### src/rtl/mem_align_pkg.sv
package mem_align_pkg;

    localparam int CLASS_W  = 4;
    localparam int ADDR_W   = 3;
    localparam int SIZE_W   = 2;
    localparam int REASON_W = 3;
    localparam int N_REASON = 8;

    typedef enum logic [CLASS_W-1:0] {
        CL_LOAD      = 4'd0,
        CL_STORE     = 4'd1,
        CL_FP_LOAD   = 4'd2,
        CL_FP_STORE  = 4'd3,
        CL_LD_MULTI  = 4'd4,
        CL_ST_MULTI  = 4'd5,
        CL_LD_RSV    = 4'd6,
        CL_ST_COND   = 4'd7,
        CL_LD_STR_I  = 4'd8,
        CL_LD_STR_X  = 4'd9,
        CL_ST_STR_I  = 4'd10,
        CL_ST_STR_X  = 4'd11,
        CL_EXT_RD    = 4'd12,
        CL_EXT_WR    = 4'd13,
        CL_BLK_ZERO  = 4'd14,
        CL_OTHER     = 4'd15
    } acc_class_e;

    // Lower number wins when several apply.
    typedef enum logic [REASON_W-1:0] {
        RS_NONE        = 3'd0,
        RS_FP_DIRECT   = 3'd1,
        RS_CROSSING    = 3'd2,
        RS_FP_MISALIGN = 3'd3,
        RS_WORD_MISAL  = 3'd4,
        RS_EXT_MISAL   = 3'd5,
        RS_LE_MULTSTR  = 3'd6,
        RS_ZERO_ATTR   = 3'd7
    } reason_e;

    typedef struct packed {
        logic is_fp;
        logic is_multi;
        logic is_string;
        logic is_rsv;
        logic is_ext;
        logic is_zero;
        logic can_cross;
    } class_traits_t;

    typedef struct packed {
        logic [ADDR_W-1:0] addr;
        logic [SIZE_W-1:0] size;
        logic              direct_store;
        logic              crossing;
        logic              little_endian;
        logic              write_through;
        logic              cache_inhibit;
    } access_attr_t;

    // True when any address bit below the operand size is set.
    function automatic logic size_misaligned(input logic [ADDR_W-1:0] a,
                                             input logic [SIZE_W-1:0] sz);
        logic [ADDR_W-1:0] mask;
        mask = '0;
        for (int b = 0; b < ADDR_W; b++) begin
            if (b < int'(sz)) mask[b] = 1'b1;
        end
        return |(a & mask);
    endfunction

    function automatic logic word_misaligned(input logic [ADDR_W-1:0] a);
        return |a[1:0];
    endfunction

endpackage

### src/rtl/acc_class_decode.sv
module acc_class_decode
    import mem_align_pkg::*;
(
    input  logic [CLASS_W-1:0] class_i,
    output class_traits_t      traits_o
);
    acc_class_e cls;

    always_comb begin
        cls      = acc_class_e'(class_i);
        traits_o = '0;
        unique case (cls)
            CL_LOAD, CL_STORE: begin
                traits_o.can_cross = 1'b1;
            end
            CL_FP_LOAD, CL_FP_STORE: begin
                traits_o.is_fp     = 1'b1;
                traits_o.can_cross = 1'b1;
            end
            CL_LD_MULTI, CL_ST_MULTI: begin
                traits_o.is_multi  = 1'b1;
                traits_o.can_cross = 1'b1;
            end
            CL_LD_RSV, CL_ST_COND: begin
                traits_o.is_rsv    = 1'b1;
                traits_o.can_cross = 1'b1;
            end
            CL_LD_STR_I, CL_LD_STR_X, CL_ST_STR_I, CL_ST_STR_X: begin
                traits_o.is_string = 1'b1;
                traits_o.can_cross = 1'b1;
            end
            CL_EXT_RD, CL_EXT_WR: begin
                traits_o.is_ext    = 1'b1;
            end
            CL_BLK_ZERO: begin
                traits_o.is_zero   = 1'b1;
            end
            default: begin
                traits_o = '0;
            end
        endcase
    end
endmodule

### src/rtl/align_rule_eval.sv
module align_rule_eval
    import mem_align_pkg::*;
(
    input  class_traits_t       traits_i,
    input  access_attr_t        attr_i,
    output logic [N_REASON-1:0] hits_o
);
    logic word_bad;
    logic size_bad;

    always_comb begin
        word_bad = word_misaligned(attr_i.addr);
        size_bad = size_misaligned(attr_i.addr, attr_i.size);

        hits_o = '0;
        hits_o[RS_FP_DIRECT]   = traits_i.is_fp & attr_i.direct_store;
        hits_o[RS_CROSSING]    = traits_i.can_cross & attr_i.crossing;
        hits_o[RS_FP_MISALIGN] = traits_i.is_fp & word_bad;
        hits_o[RS_WORD_MISAL]  = (traits_i.is_multi | traits_i.is_rsv) & word_bad;
        hits_o[RS_EXT_MISAL]   = traits_i.is_ext & size_bad;
        hits_o[RS_LE_MULTSTR]  = (traits_i.is_multi | traits_i.is_string)
                                 & attr_i.little_endian;
        hits_o[RS_ZERO_ATTR]   = traits_i.is_zero
                                 & (attr_i.write_through | attr_i.cache_inhibit);
    end
endmodule

### src/rtl/reason_prio_enc.sv
module reason_prio_enc #(
    parameter int N  = 8,
    localparam int W = (N > 1) ? $clog2(N) : 1
) (
    input  logic [N-1:0] hits_i,
    output logic         any_o,
    output logic [W-1:0] code_o
);
    logic [N-1:0] lower_any;
    logic [N-1:0] grant;

    // Bit 0 means "no reason" and never takes part.
    assign lower_any[0] = 1'b0;
    assign grant[0]     = 1'b0;

    genvar g;
    generate
        for (g = 1; g < N; g++) begin : g_chain
            if (g == 1) begin : g_first
                assign lower_any[g] = 1'b0;
            end else begin : g_rest
                assign lower_any[g] = lower_any[g-1] | hits_i[g-1];
            end
            assign grant[g] = hits_i[g] & ~lower_any[g];
        end
    endgenerate

    always_comb begin
        code_o = '0;
        for (int i = 1; i < N; i++) begin
            if (grant[i]) code_o = code_o | W'(i);
        end
    end

    assign any_o = |hits_i[N-1:1];
endmodule

### src/rtl/mem_align_check.sv
module mem_align_check
    import mem_align_pkg::*;
(
    input  logic       clk,
    input  logic       rst,
    input  logic       valid_i,
    input  logic [3:0] class_i,
    input  logic [2:0] addr_lo_i,
    input  logic [1:0] size_i,
    input  logic       direct_store_i,
    input  logic       boundary_cross_i,
    input  logic       little_endian_i,
    input  logic       write_through_i,
    input  logic       cache_inhibit_i,
    output logic       exc_o,
    output logic [2:0] reason_o
);
    class_traits_t         traits;
    access_attr_t          attr;
    logic [N_REASON-1:0]   hits;
    logic                  any_hit;
    logic [REASON_W-1:0]   code;
    logic                  exc_q;
    reason_e               reason_q;

    always_comb begin
        attr.addr          = addr_lo_i;
        attr.size          = size_i;
        attr.direct_store  = direct_store_i;
        attr.crossing      = boundary_cross_i;
        attr.little_endian = little_endian_i;
        attr.write_through = write_through_i;
        attr.cache_inhibit = cache_inhibit_i;
    end

    acc_class_decode u_decode (
        .class_i  (class_i),
        .traits_o (traits)
    );

    align_rule_eval u_rules (
        .traits_i (traits),
        .attr_i   (attr),
        .hits_o   (hits)
    );

    reason_prio_enc #(.N(N_REASON)) u_prio (
        .hits_i (hits),
        .any_o  (any_hit),
        .code_o (code)
    );

    always_ff @(posedge clk) begin
        if (rst) begin
            exc_q    <= 1'b0;
            reason_q <= RS_NONE;
        end else if (valid_i) begin
            exc_q    <= any_hit;
            reason_q <= reason_e'(code);
        end
    end

    assign exc_o    = exc_q;
    assign reason_o = reason_q;


    reset_clear_chk: assert property (@(posedge clk) disable iff (rst)
        $fell(rst) |-> (!exc_o && reason_o == RS_NONE));


    hold_idle_chk: assert property (@(posedge clk) disable iff (rst)
        !valid_i |=> ($stable(exc_o) && $stable(reason_o)));


    flag_match_chk: assert property (@(posedge clk) disable iff (rst)
        exc_o == (reason_o != RS_NONE));


    fp_direct_chk: assert property (@(posedge clk) disable iff (rst)
        (valid_i && (class_i == CL_FP_LOAD || class_i == CL_FP_STORE) && direct_store_i)
        |=> (reason_o == RS_FP_DIRECT));


    zero_attr_chk: assert property (@(posedge clk) disable iff (rst)
        (valid_i && class_i == CL_BLK_ZERO && (write_through_i || cache_inhibit_i))
        |=> (exc_o && reason_o == RS_ZERO_ATTR));


    plain_ok_chk: assert property (@(posedge clk) disable iff (rst)
        (valid_i && (class_i == CL_LOAD || class_i == CL_STORE) && !boundary_cross_i)
        |=> !exc_o);
endmodule

### config.mk
export PLATFORM = sky130hd
export DESIGN_NAME = mem_align_check
export DESIGN_NICKNAME = d
export VERILOG_FILES = /design/src/rtl/mem_align_pkg.sv /design/src/rtl/acc_class_decode.sv /design/src/rtl/align_rule_eval.sv /design/src/rtl/reason_prio_enc.sv /design/src/rtl/mem_align_check.sv
export SDC_FILE = /design/constraint.sdc
export NUM_CORES = 1
export LEC_CHECK = 0
export BUFFER_PORTS_ARGS = -buffer_cell sky130_fd_sc_hd__clkbuf_2
export CAP_MARGIN = 20
export CELL_PAD_IN_SITES_DETAIL_PLACEMENT = 0
export CELL_PAD_IN_SITES_GLOBAL_PLACEMENT = 1
export CORE_AREA = 3 3 40 42
export DETAILED_ROUTE_END_ITERATION = 16
export DIE_AREA = 0 0 43 45
export GPL_TIMING_DRIVEN = 0
export PLACE_DENSITY_LB_ADDON = 0.1
export SLEW_MARGIN = 20
export SYNTH_ARGS = -nofsm -noshare
export SYNTH_HDL_FRONTEND = slang
export SYNTH_SLANG_ARGS = --single-unit
### constraint.sdc
create_clock -name clk -period 3.7 [get_ports clk]
set_clock_uncertainty 0.2 [all_clocks]
set_input_delay 0.74 -clock clk [delete_from_list [all_inputs] [get_ports clk]]
set_output_delay 0.74 -clock clk [all_outputs]
set_load 0.005 [all_outputs]
== Word-level counts from Yosys, hierarchy flattened ==
Index checks and enable logic that the tools add are counted.

* Output and inout bits: 4
* Register bits: 4
* Bits of input ports: 17

* Eq/ne operators: 14
* Mux-type cells: 17
* Reductions and logical operators: 10
* Order comparisons: 3
* Bitwise operators: 28

{| class="wikitable"
|+ Operator list
! operator !! number
|-
| $eq 4x4->1 const B || 7
|-
| $eq 4x3->1 const B || 4
|-
| $and 1x1->1 || 13
|-
| $mux 3 || 4
|-
| $reduce_or 12->1 || 1
|-
| $mux 1 || 11
|-
| $reduce_or 2->1 || 5
|-
| $eq 4x2->1 const B || 2
|-
| $or 1x1->1 || 8
|-
| $reduce_or 7->1 || 1
|-
| $not 1->1 || 6
|-
| $eq 4x1->1 const B || 1
|-
| $logic_not 4->1 || 1
|-
| $lt 1x2->1 const A || 2
|-
| $mux 2 || 2
|-
| $reduce_or 4->1 || 1
|-
| $and 3x3->3 || 1
|-
| $reduce_or 3->1 || 1
|-
| $lt 2x2->1 const A || 1
|}

== Logic depth before layout (Yosys ltp) ==
Gate-level depths: netlist of run 1.

* Word-level depth: 12
* Depth in mapped cells: 4

== Hierarchy ==
A second synthesis of run 1 with hierarchy kept.

* Cells, all modules: 44
* Area total of the unflattened synthesis: 347.8 um2

{| class="wikitable"
|+ By module, submodules not included
! module !! area each (um2) !! cells each !! seq. area each (um2) !! instances
|-
| mem_align_check || 140.1 || 13 || 80.1 || 1
|-
| align_rule_eval || 75.1 || 11 || 0.0 || 1
|-
| reason_prio_enc || 75.1 || 13 || 0.0 || 1
|-
| acc_class_decode || 57.6 || 7 || 0.0 || 1
|}

== Least setup slack after synthesis of run 1 ==
No wires, ideal clock.

* Path kind: input to register
* Start point: in addr_lo_i[0]
* End point: reg exc_q (netlist: exc_o)
* Slack: 1.874 ns
* Library setup time: 0.131 ns
* Arrival time: 1.495 ns
* Cell stages on the path: 4
* Cells stage by stage: nor2_1 o22ai_2 a2111oi_4 a211oi_1

* Cells in the longest elaborated chain, start to end: 4
* Elaborated cells on any way between the ends: 7

{| class="wikitable"
|+ RTL lines
! what !! line !! source
|-
| start: declaration || mem_align_check.sv:8 || <nowiki>input logic [2:0] addr_lo_i,</nowiki>
|-
| $and 3x3->3 || mem_align_pkg.sv:68 || <nowiki>return |(a & mask);</nowiki>
|-
| $reduce_or 3->1 || mem_align_pkg.sv:68 ||
|-
| $and 1x1->1 || align_rule_eval.sv:20 || <nowiki>hits_o[RS_EXT_MISAL] = traits_i.is_ext & size_bad;</nowiki>
|-
| $reduce_or 7->1 (*) || reason_prio_enc.sv:35 || <nowiki>assign any_o = |hits_i[N-1:1];</nowiki>
|-
| end signal: assignment || mem_align_check.sv:58 || <nowiki>exc_q <= any_hit;</nowiki>
|-
| end: declaration || mem_align_check.sv:23 || <nowiki>logic exc_q;</nowiki>
|}

Mark *: on every way between the ends. The rest lies on a longest branch, timed or not.
A chain may end at the register's enable or synchronous reset.

== Worst setup path after layout of run 1 ==
Same ends and word-level chain as after synthesis.

==> flow_metrics.env, run 1 <==
export IMPL_cts_tree="done"
export IMPL_crit_fanout=4
export IMPL_cts_sinks=4
export IMPL_synthCells=35
export IMPL_synth_edff_count=0
export IMPL_status="completed"
export IMPL_max_clock_path_buffers=2
export IMPL_via_per_inst=4.96
export IMPL_initial_utilization_pct=24.4
export IMPL_tightest_slew_ns=0.418
export IMPL_worstPathArrival_ns=1.76
export IMPL_min_period_ns=1.86
export IMPL_cts_buffers=3
export IMPL_dr_total_vias=362
export IMPL_final_antenna_net_count=0
export IMPL_core_rowCount=13
export IMPL_cts_max_level=1
export IMPL_grt_pass1_wl_um=1440
export IMPL_finalSetupViolCount=0
export IMPL_synth_common_cells="nor2_1 (5), dfxtp_1 (4), nand4b_1 (3), nor3_1 (3)"
export IMPL_synth_cell_types=21
export IMPL_netlist_top_cell_by_area="dfxtp_1"
export IMPL_slew_headroom_pct=71.4
export IMPL_syn_nets=52
export IMPL_cp_start_kind="input port"
export IMPL_p_leak_nw=0.197
export IMPL_post_route_period_util_pct=50.2
export IMPL_netlist_area_um2=314
export IMPL_die_x_um=43
export IMPL_post_route_util_pct=35.4
export IMPL_yosys_area_top_type_share_pct=25.5
export IMPL_fillers=146
export IMPL_cts_resized_gates=0
export IMPL_yosys_top_cells_area="dfxtp_1 (25%), a2111oi_4 (8.8%), nand4b_1 (8.4%), nor2_1 (6.0%), o21ai_2 (5.6%)"
export IMPL_area_growth_pct=45.0
export IMPL_synth_flop_cell="dfxtp_1"
export IMPL_drtIter0Drc=3
export IMPL_dieArea_um2=1940
export IMPL_synth_warnings=0
export IMPL_synth_seq_cells=4
export IMPL_seq_area_frac_synth_pct=25.5
export IMPL_firstDrtPassIters=2
export IMPL_avgSynthCellArea_um2=8.97
export IMPL_grt_max_degree=8
export IMPL_wl_per_cell_um=12.0
export IMPL_hold_path_class="flop to flop"
export IMPL_grt_pass1_vias=349
export IMPL_final_hold_violation_count=0
export IMPL_reg2reg_from="exc_o$_SDFFE_PP0P_"
export IMPL_peakVddDrop_mv=0.158
export IMPL_ios=21
export IMPL_maxCapViolCount=0
export IMPL_yosysMostFrequentCell="nor2_1"
export IMPL_finalWirelength_um=874
export IMPL_cts_root_buf="clkbuf_4"
export IMPL_die_h_um=45
export IMPL_fin_tns_setup_ns=0
export IMPL_io_buffer_count=20
export IMPL_diodes=0
export IMPL_gp_congestion=0.711
export IMPL_hp_start="reason_o[0]$_SDFFE_PP0P_"
export IMPL_grt_total_usage_pct=10.1
export IMPL_overflow=0
export IMPL_p_per_area_nw_per_um2=300
export IMPL_layout_nets=77
export IMPL_critPathCaptureType="flop"
export IMPL_drv_slew=0
export IMPL_synthArstFlopShare_pct=0
export IMPL_drive_gt1_share_pct=48.3
export IMPL_drc_errors=0
export IMPL_critical_path_class="input port to flop"
export IMPL_clock_latency_ns=0.23
export IMPL_fmax_mhz=538
export IMPL_post_cts_buffers=0
export IMPL_hpwl_um=755
export IMPL_rsz0062_at_grt="false"
export IMPL_critPathRequiredTime_ns=3.60
export IMPL_startpoint="addr_lo_i[0]"
export IMPL_clk_pin_slew_ns=0.04
export IMPL_cts_hold_buf=0
export IMPL_antenna_found_initial=0
export IMPL_core_area_um2=1280
==> layout make-up <==
cell class / instances / area, um2 / area share [%]
sequential: 4 / 80.1 / 17.6
multi-input combinational: 31 / 234 / 51.4
timing repair buffer: 20 / 100 / 22.0
clock buffer: 3 / 22.5 / 4.95
tap: 15 / 18.8 / 4.12
==> logic make-up after synthesis <==
logic type / after synthesis / share of synthesized area, %
and+or+nand+nor: 17 / 33.1
AOI/OAI and AO/OA: 13 / 38.2
muxes: 1 / 3.19
DFF: 4 / 25.5
==> through the flow <==
step	cell area, um2	hold slack [ns]	worst slack (ns)	instances	total power [mW]
2_1_floorplan	314	0.273	1.87	35	0.0664
3_3_place_gp	433	0.271	1.55	70	0.0848
3_5_place_dp	433	0.285	1.60	70	0.0855
4_1_cts	455	0.292	1.84	73	0.141
5_1_grt	455	0.318	1.70	73	0.148
6_report	455	0.287	1.84	73	0.136
==> final timing paths <==
path	to	slack [ns]	cells after the start
worst min register to register	reason_o[0]$_SDFFE_PP0P_	0.29	2
worst min-delay path	reason_o[0]$_SDFFE_PP0P_	0.29	2
worst max-delay path	exc_o$_SDFFE_PP0P_	1.84	5
worst max register to register	exc_o$_SDFFE_PP0P_	2.84	2
==> per-layer routing <==
| layer | part of all wire [%] | wire length (um) | GRT usage (%) | vias up |
|---|---|---|---|---|
| li1 | - | - | - | 188 |
| met1 | 41 | 356 | 12.0 | 159 |
| met2 | 49 | 425 | 14.7 | 15 |
| met3 | 11 | 92 | 2.79 | 0 |
| met4 | 0 | 0 | 9.04 | 0 |
| met5 | 0 | 0 | 0 | - |
==> flip-flops by register name, indices dropped and copies added, names as in the netlist <==
signal    count
reason_o      3
exc_o         1
==> critical path, cell delays in order <==
cell,delay (ns)
clkbuf_2,0.11
nor2_1,0.27
o22ai_2,0.15
a2111oi_4,0.36
a211oi_1,0.12
==> placed cells by master, fill, tap and decap left out <==
cell       Yosys  layout
a2111oi_0      1       1
a2111oi_4      1       1
a211oi_1       2       2
a21boi_0       1       1
a21oi_1        2       2
clkbuf_2       0      20
clkbuf_4       0       3
dfxtp_1        4       4
mux2i_1        1       1
nand2b_1       1       1
nand3_1        1       1
nand4b_1       3       3
nor2_1         5       5
nor2b_1        1       1
nor3_1         3       3
nor3b_2        1       1
o21ai_0        1       1
o21ai_2        2       2
o21bai_1       1       1
o22ai_2        1       1
o41ai_1        1       1
or2b_1         1       1
or3_1          1       1
==> power breakdown <==
group          internal [mW]  switching, mW  total [mW]  leakage, nW
clock                 0.0362         0.0159      0.0520       0.0138
combinational         0.0177         0.0186      0.0363        0.150
sequential            0.0467        0.00146      0.0482       0.0331
total                  0.101         0.0359       0.136        0.197
(Power assumes the default switching activity.)
==> run 2, diff against run 1 <==
Settings changed: ABC_AREA from default to 1, CORE_AREA 3 3 40 42 to default, CORE_MARGIN from default to 3, CORE_UTILIZATION from default to 22, DIE_AREA 0 0 43 45 to default.
Clock period 3.7 ns to 1.7 ns, I/O delays scaled along.
==> run 2 against run 1 <==
Against the previous run:
- sequential power is 120% higher
- sequential cell count stayed put
- setup slack worse by 1.3 ns
- critical path type is now flop to output pin
- critical endpoint is now reason_o[2]
- largest power group unchanged
==> flow_metrics.env, run 2 <==
export IMPL_ios=21
export IMPL_largest_reg_flops=3
export IMPL_synth_common_cells="nand2_1 (20), nor2_1 (14), inv_1 (13)"
export IMPL_critPathCaptureType="output pin"
export IMPL_netlist_area_um2=360
export IMPL_tightest_slew_ns=0.168
export IMPL_dieArea_um2=2160
export IMPL_synth_top_family_by_area="simple AND/OR/NAND/NOR gates"
export IMPL_maxCapViolCount=0
export IMPL_layout_nets=111
export IMPL_synth_seq_cells=4
export IMPL_overflow=0
export IMPL_rsz0062_at_grt="false"
export IMPL_slew_headroom_pct=88.7
export IMPL_path_buf_inv=1
export IMPL_yosys_top_cells_area="dfxtp_1 (22%), nand2_1 (21%), nor2_1 (15%), inv_1 (14%), nand3_1 (9.7%)"
export IMPL_combPwrFrac_pct=28.3
export IMPL_hpwl_um=759
export IMPL_critPathRequiredTime_ns=1.16
export IMPL_fmax_mhz=832
export IMPL_wl_per_cell_um=7.95
export IMPL_drtIter0Drc=5
export IMPL_cpMaxStageDelayCell="dfxtp_1"
export IMPL_synthArstFlopShare_pct=0
export IMPL_critical_path_class="flop to output pin"
export IMPL_post_cts_buffers=0
export IMPL_pre_cts_slack_ns=0.251
export IMPL_synth_flop_cell="dfxtp_1"
export IMPL_drv_slew=0
export IMPL_cts_sinks=4
export IMPL_core_area_um2=1420
export IMPL_power_mw=0.306
export IMPL_p_leak_nw=0.317
export IMPL_diodes=0
export IMPL_final_antenna_net_count=0
export IMPL_seq_power_share_pct=34.1
export IMPL_synthSimpleGateAreaFrac_pct=55.6
export IMPL_power_switching_mw=0.0870
export IMPL_hold_ws_ns=0.197
export IMPL_p_int_mw=0.219
export IMPL_dp_cells=104
export IMPL_synth_xor_xnor_area_share_pct=0
export IMPL_drc_errors=0
export IMPL_via_per_inst=4.22
export IMPL_cp_start_kind="flop"
export IMPL_cts_root_buf="clkbuf_4"
export IMPL_post_route_period_util_pct=70.7
export IMPL_synth_cell_types=12
export IMPL_synth_warnings=0
export IMPL_dr_total_vias=452
export IMPL_die_h_um=46.5
export IMPL_area_growth_pct=39.2
export IMPL_p_per_area_nw_per_um2=611
export IMPL_drive_gt1_share_pct=31.5
export IMPL_swShare_pct=28.4
export IMPL_p_clk_share_pct=37.6
export IMPL_stdcell_count=107
export IMPL_final_area_um2=502
export IMPL_initial_utilization_pct=25.5
export IMPL_synthCells=69
export IMPL_worstPathArrival_ns=0.66
export IMPL_avgSynthCellArea_um2=5.22
export IMPL_cts_resized_gates=0
export IMPL_setup_slack_ns=0.498
export IMPL_max_clock_path_buffers=2
export IMPL_synth_edff_count=0
export IMPL_grt_pass1_wl_um=1410
export IMPL_grt_total_usage_pct=9.39
export IMPL_fin_tns_setup_ns=0
export IMPL_final_hold_violation_count=0
export IMPL_syn_nets=86
export IMPL_gp_congestion=0.703
export IMPL_core_rowCount=13
export IMPL_finalSetupViolCount=0
export IMPL_crit_fanout=2
export IMPL_firstDrtPassIters=2
export IMPL_min_period_ns=1.20
export IMPL_grt_pass1_vias=369
export IMPL_final_cell_mix="nand2_1 (20), clkbuf_2 (20), nor2_1 (14), inv_1 (13), nand3_1 (7)"
export IMPL_status="completed"
export IMPL_cts_hold_buf=0
export IMPL_peakVddDrop_mv=0.486
export IMPL_placed_area_um2=479
export IMPL_synth_area_mux_share_pct=0
export IMPL_yosys_area_top_type_share_pct=22.2
export IMPL_grt_max_degree=7
export IMPL_clock_latency_ns=0.23
export IMPL_die_x_um=46.5
export IMPL_netlist_top_cell_by_area="dfxtp_1"
export IMPL_post_route_util_pct=35.5
export IMPL_clk_pin_slew_ns=0.04
export IMPL_path_cells="clkbuf_2"
export IMPL_cts_max_level=1
export IMPL_finalWirelength_um=851
export IMPL_cts_tree="done"
export IMPL_synth_compound_area_share_pct=8.68
export IMPL_io_buffer_count=20
export IMPL_yosysMostFrequentCell="nand2_1"
export IMPL_hold_path_class="input port to flop"
export IMPL_critical_path_top_delay_family="flip-flops"
export IMPL_antenna_found_initial=0
export IMPL_max_stage_delay_ns=0.32
export IMPL_synthAdderAreaFrac_pct=0
export IMPL_seq_area_frac_synth_pct=22.2
export IMPL_cts_buffers=3
run 2: power by group through the flow:
stage               Clock, mW  Combinational (mW)  Sequential, mW
finish                  0.115              0.0868           0.104
global route            0.131               0.101           0.106
CTS                     0.121              0.0888           0.105
detailed placement          0              0.0884           0.106
global placement            0              0.0890           0.106
floorplan                   0              0.0487           0.107
run 2: final timing paths:
path	start	end	slack, ns	cells past startpoint
setup / recovery	reason_o[2]$_SDFFE_PP0P_	reason_o[2]	0.50	1
hold / removal	rst	reason_o[0]$_SDFFE_PP0P_	0.20	4
setup reg to reg	reason_o[0]$_SDFFE_PP0P_	reason_o[0]$_SDFFE_PP0P_	0.87	4
hold reg to reg	reason_o[2]$_SDFFE_PP0P_	reason_o[2]$_SDFFE_PP0P_	0.26	2
run 2: final cells by class:
| type | count | area (um2) |
|---|---|---|
| Sequential cell | 4 | 80.1 |
| Fill cell | 167 | 913 |
| Tap cell | 15 | 18.8 |
| Clock buffer | 3 | 22.5 |
| Inverter | 13 | 48.8 |
| Timing Repair Buffer | 20 | 100 |
| Multi-Input combinational cell | 52 | 231 |
run 2: cell families (layout without fill, tap and decap cells):
group / Yosys count / in the layout
AO/OA/AOI/OAI: 5 / 5
flip-flops: 4 / 4
AND/OR/NAND/NOR: 47 / 47
buffers and inverters: 13 / 36
run 2: metal layers:
metal	global-route usage (%)	share of wire [%]	up-vias	wire (um)
li1	-	-	256	-
met1	12.2	48	181	405
met2	12.9	41	15	347
met3	7.42	11	0	97
met4	0	0	0	0
met5	0	0	-	0
==> run 3, diff against run 2 <==
Clock period 1.7 ns to 0.95 ns, I/O delays scaled along.
==> run 3 against run 2 <==
Against the previous run:
- the run now ends with setup timing left
- design area grew 49%
- setup slack got worse by 0.59 ns
- clock power up 81%
- sequential power is 83% higher
- total power rose by 120%
- non-clock buffer count rose by 2
- sequential share of layout area is 4.6 points lower
- critical path depth did not move
- final cell count increased by 1.9%
- die area stayed put
- register-to-register slack worse by 0.77 ns
- largest cell class unchanged
- highest routed layer unchanged
==> flow_metrics.env, run 3 (synthesis results as in run 2) <==
export IMPL_grt_max_degree=7
export IMPL_drtIter0Drc=9
export IMPL_io_buffer_count=20
export IMPL_swShare_pct=31.7
export IMPL_fillers=145
export IMPL_final_cell_mix="nand2_1 (16), clkbuf_2 (16), nor2_1 (11), inv_1 (7)"
export IMPL_hold_ws_ns=0.0391
export IMPL_setup_slack_ns=-0.0895
export IMPL_firstDrtPassIters=4
export IMPL_drv_slew=0
export IMPL_wl_per_cell_um=9.21
export IMPL_dieArea_um2=2160
export IMPL_peakVddDrop_mv=0.661
export IMPL_fmax_mhz=962
export IMPL_seq_power_share_pct=28.4
export IMPL_p_leak_nw=0.371
export IMPL_critical_path_class="flop to output pin"
export IMPL_min_period_ns=1.04
export IMPL_fin_tns_setup_ns=-0.348
export IMPL_p_per_area_nw_per_um2=895
export IMPL_final_antenna_net_count=0
export IMPL_holdPathStages=4
export IMPL_combPwrFrac_pct=40.5
export IMPL_r2r_end="reason_o[2]$_SDFFE_PP0P_"
export IMPL_max_stage_delay_ns=0.31
export IMPL_p_clk_share_pct=31.1
export IMPL_core_area_um2=1420
export IMPL_clk_pin_slew_ns=0.04
export IMPL_hold_path_class="input port to flop"
export IMPL_via_per_inst=4.55
export IMPL_cpMaxStageDelayCell="dfxtp_2"
export IMPL_status="finished with violations"
export IMPL_antenna_found_initial=0
export IMPL_finalWirelength_um=1000
export IMPL_path_cells="clkbuf_2"
export IMPL_cts_hold_buf=0
export IMPL_diodes=0
export IMPL_area_growth_pct=107
export IMPL_die_x_um=46.5
export IMPL_grt_pass1_wl_um=1670
export IMPL_max_clock_path_buffers=2
export IMPL_layout_nets=113
export IMPL_r2r_slack_ns=0.10
export IMPL_clock_latency_ns=0.23
export IMPL_cts_tree="done"
export IMPL_cts_buffers=3
export IMPL_critPathRequiredTime_ns=0.56
export IMPL_final_hold_violation_count=0
export IMPL_hpwl_um=833
export IMPL_ios=21
export IMPL_path_buf_inv=1
export IMPL_violations="setup timing"
export IMPL_maxCapViolCount=0
export IMPL_ff_latch_area_um2=85.1
export IMPL_hp_start="rst"
export IMPL_crit_fanout=2
export IMPL_cp_start_kind="flop"
export IMPL_slew_headroom_pct=87.8
export IMPL_overflow=0
export IMPL_dp_cells=104
export IMPL_drc_errors=0
export IMPL_drive_gt1_share_pct=57.4
export IMPL_initial_utilization_pct=25.5
export IMPL_reg2reg_from="reason_o[2]$_SDFFE_PP0P_"
export IMPL_post_route_period_util_pct=109
export IMPL_worstPathArrival_ns=0.65
export IMPL_die_h_um=46.5
export IMPL_cts_max_level=1
export IMPL_grt_pass1_vias=440
export IMPL_finalSetupViolCount=4
export IMPL_hold_path_end="reason_o[1]$_SDFFE_PP0P_"
export IMPL_gp_congestion=0.665
export IMPL_power_switching_mw=0.212
export IMPL_cts_sinks=4
export IMPL_critical_path_top_delay_family="flip-flops"
export IMPL_reg2regPathDepth=3
export IMPL_grt_total_usage_pct=10.7
export IMPL_multiInputGateArea_um2=353
export IMPL_largest_reg_flops=3
export IMPL_p_int_mw=0.457
export IMPL_cts_root_buf="clkbuf_4"
export IMPL_critPathCaptureType="output pin"
export IMPL_dr_total_vias=496
export IMPL_tightest_slew_ns=0.183
export IMPL_rsz0062_at_grt="true"
export IMPL_stdcell_count=109
export IMPL_core_rowCount=13
-- run 3: changes by cell type in the layout (fill, tap and decap cells not counted), sizes merged --
| cell | change |
|---|---|
| clkbuf | -2 |
| buf | +4 |
-- run 3: per-stage QoR --
step                setup slack, ns  power (mW)  util (%)  instance area, um2
floorplan                   -0.0828       0.301         -                 432
global placement             -0.393       0.383      38.9                 551
detailed placement           -0.385       0.385      38.9                 551
CTS                          -0.106       0.666      49.9                 706
global route                 -0.123       0.724      52.8                 747
finish                      -0.0895       0.669      52.8                 747
-- run 3: layer usage --
layer / global-route usage (%) / part of all wire [%]
met5: 0 / 0
met4: 0 / 0
met3: 5.86 / 7.7
met2: 16.5 / 46
met1: 14.0 / 46
-- run 3: final cells by class --
| class | count | area share, % |
|---|---|---|
| multi-input cells | 52 | 47.2 |
| repair buffers | 22 | 24.6 |
| flip-flops and latches | 4 | 11.4 |
| inverters | 13 | 11.2 |
| clock buffers | 3 | 3.02 |
| well taps | 15 | 2.51 |
-- run 3: how the worst max path moves through the flow --
stage                        startpoint                        to  slack (ns)  cells after the start
6_report       reason_o[1]$_SDFFE_PP0P_               reason_o[1]       -0.09                      1
5_1_grt        reason_o[1]$_SDFFE_PP0P_               reason_o[1]       -0.12                      1
4_1_cts        reason_o[1]$_SDFFE_PP0P_               reason_o[1]       -0.11                      1
3_5_place_dp                 class_i[3]  reason_o[2]$_SDFFE_PP0P_       -0.39                      8
3_3_place_gp                 class_i[3]  reason_o[2]$_SDFFE_PP0P_       -0.39                      8
2_1_floorplan           cache_inhibit_i  reason_o[2]$_SDFFE_PP0P_       -0.08                      5
-- run 3: repair_timing --
item | 4_1_cts | 5_1_grt
resized for setup | 26 | 10
setup buffers | 1 | 1
pin swaps | 11 | 18
endpoints found under the setup margin | 8 | 8
-- run 3: power by group through the flow --
| stage | sequential (mW) | clock [mW] | combinational (mW) |
|---|---|---|---|
| 2_1_floorplan | 0.192 | 0 | 0.110 |
| 3_3_place_gp | 0.190 | 0 | 0.194 |
| 3_5_place_dp | 0.190 | 0 | 0.195 |
| 4_1_cts | 0.190 | 0.222 | 0.255 |
| 5_1_grt | 0.191 | 0.236 | 0.297 |
| 6_report | 0.190 | 0.208 | 0.271 |
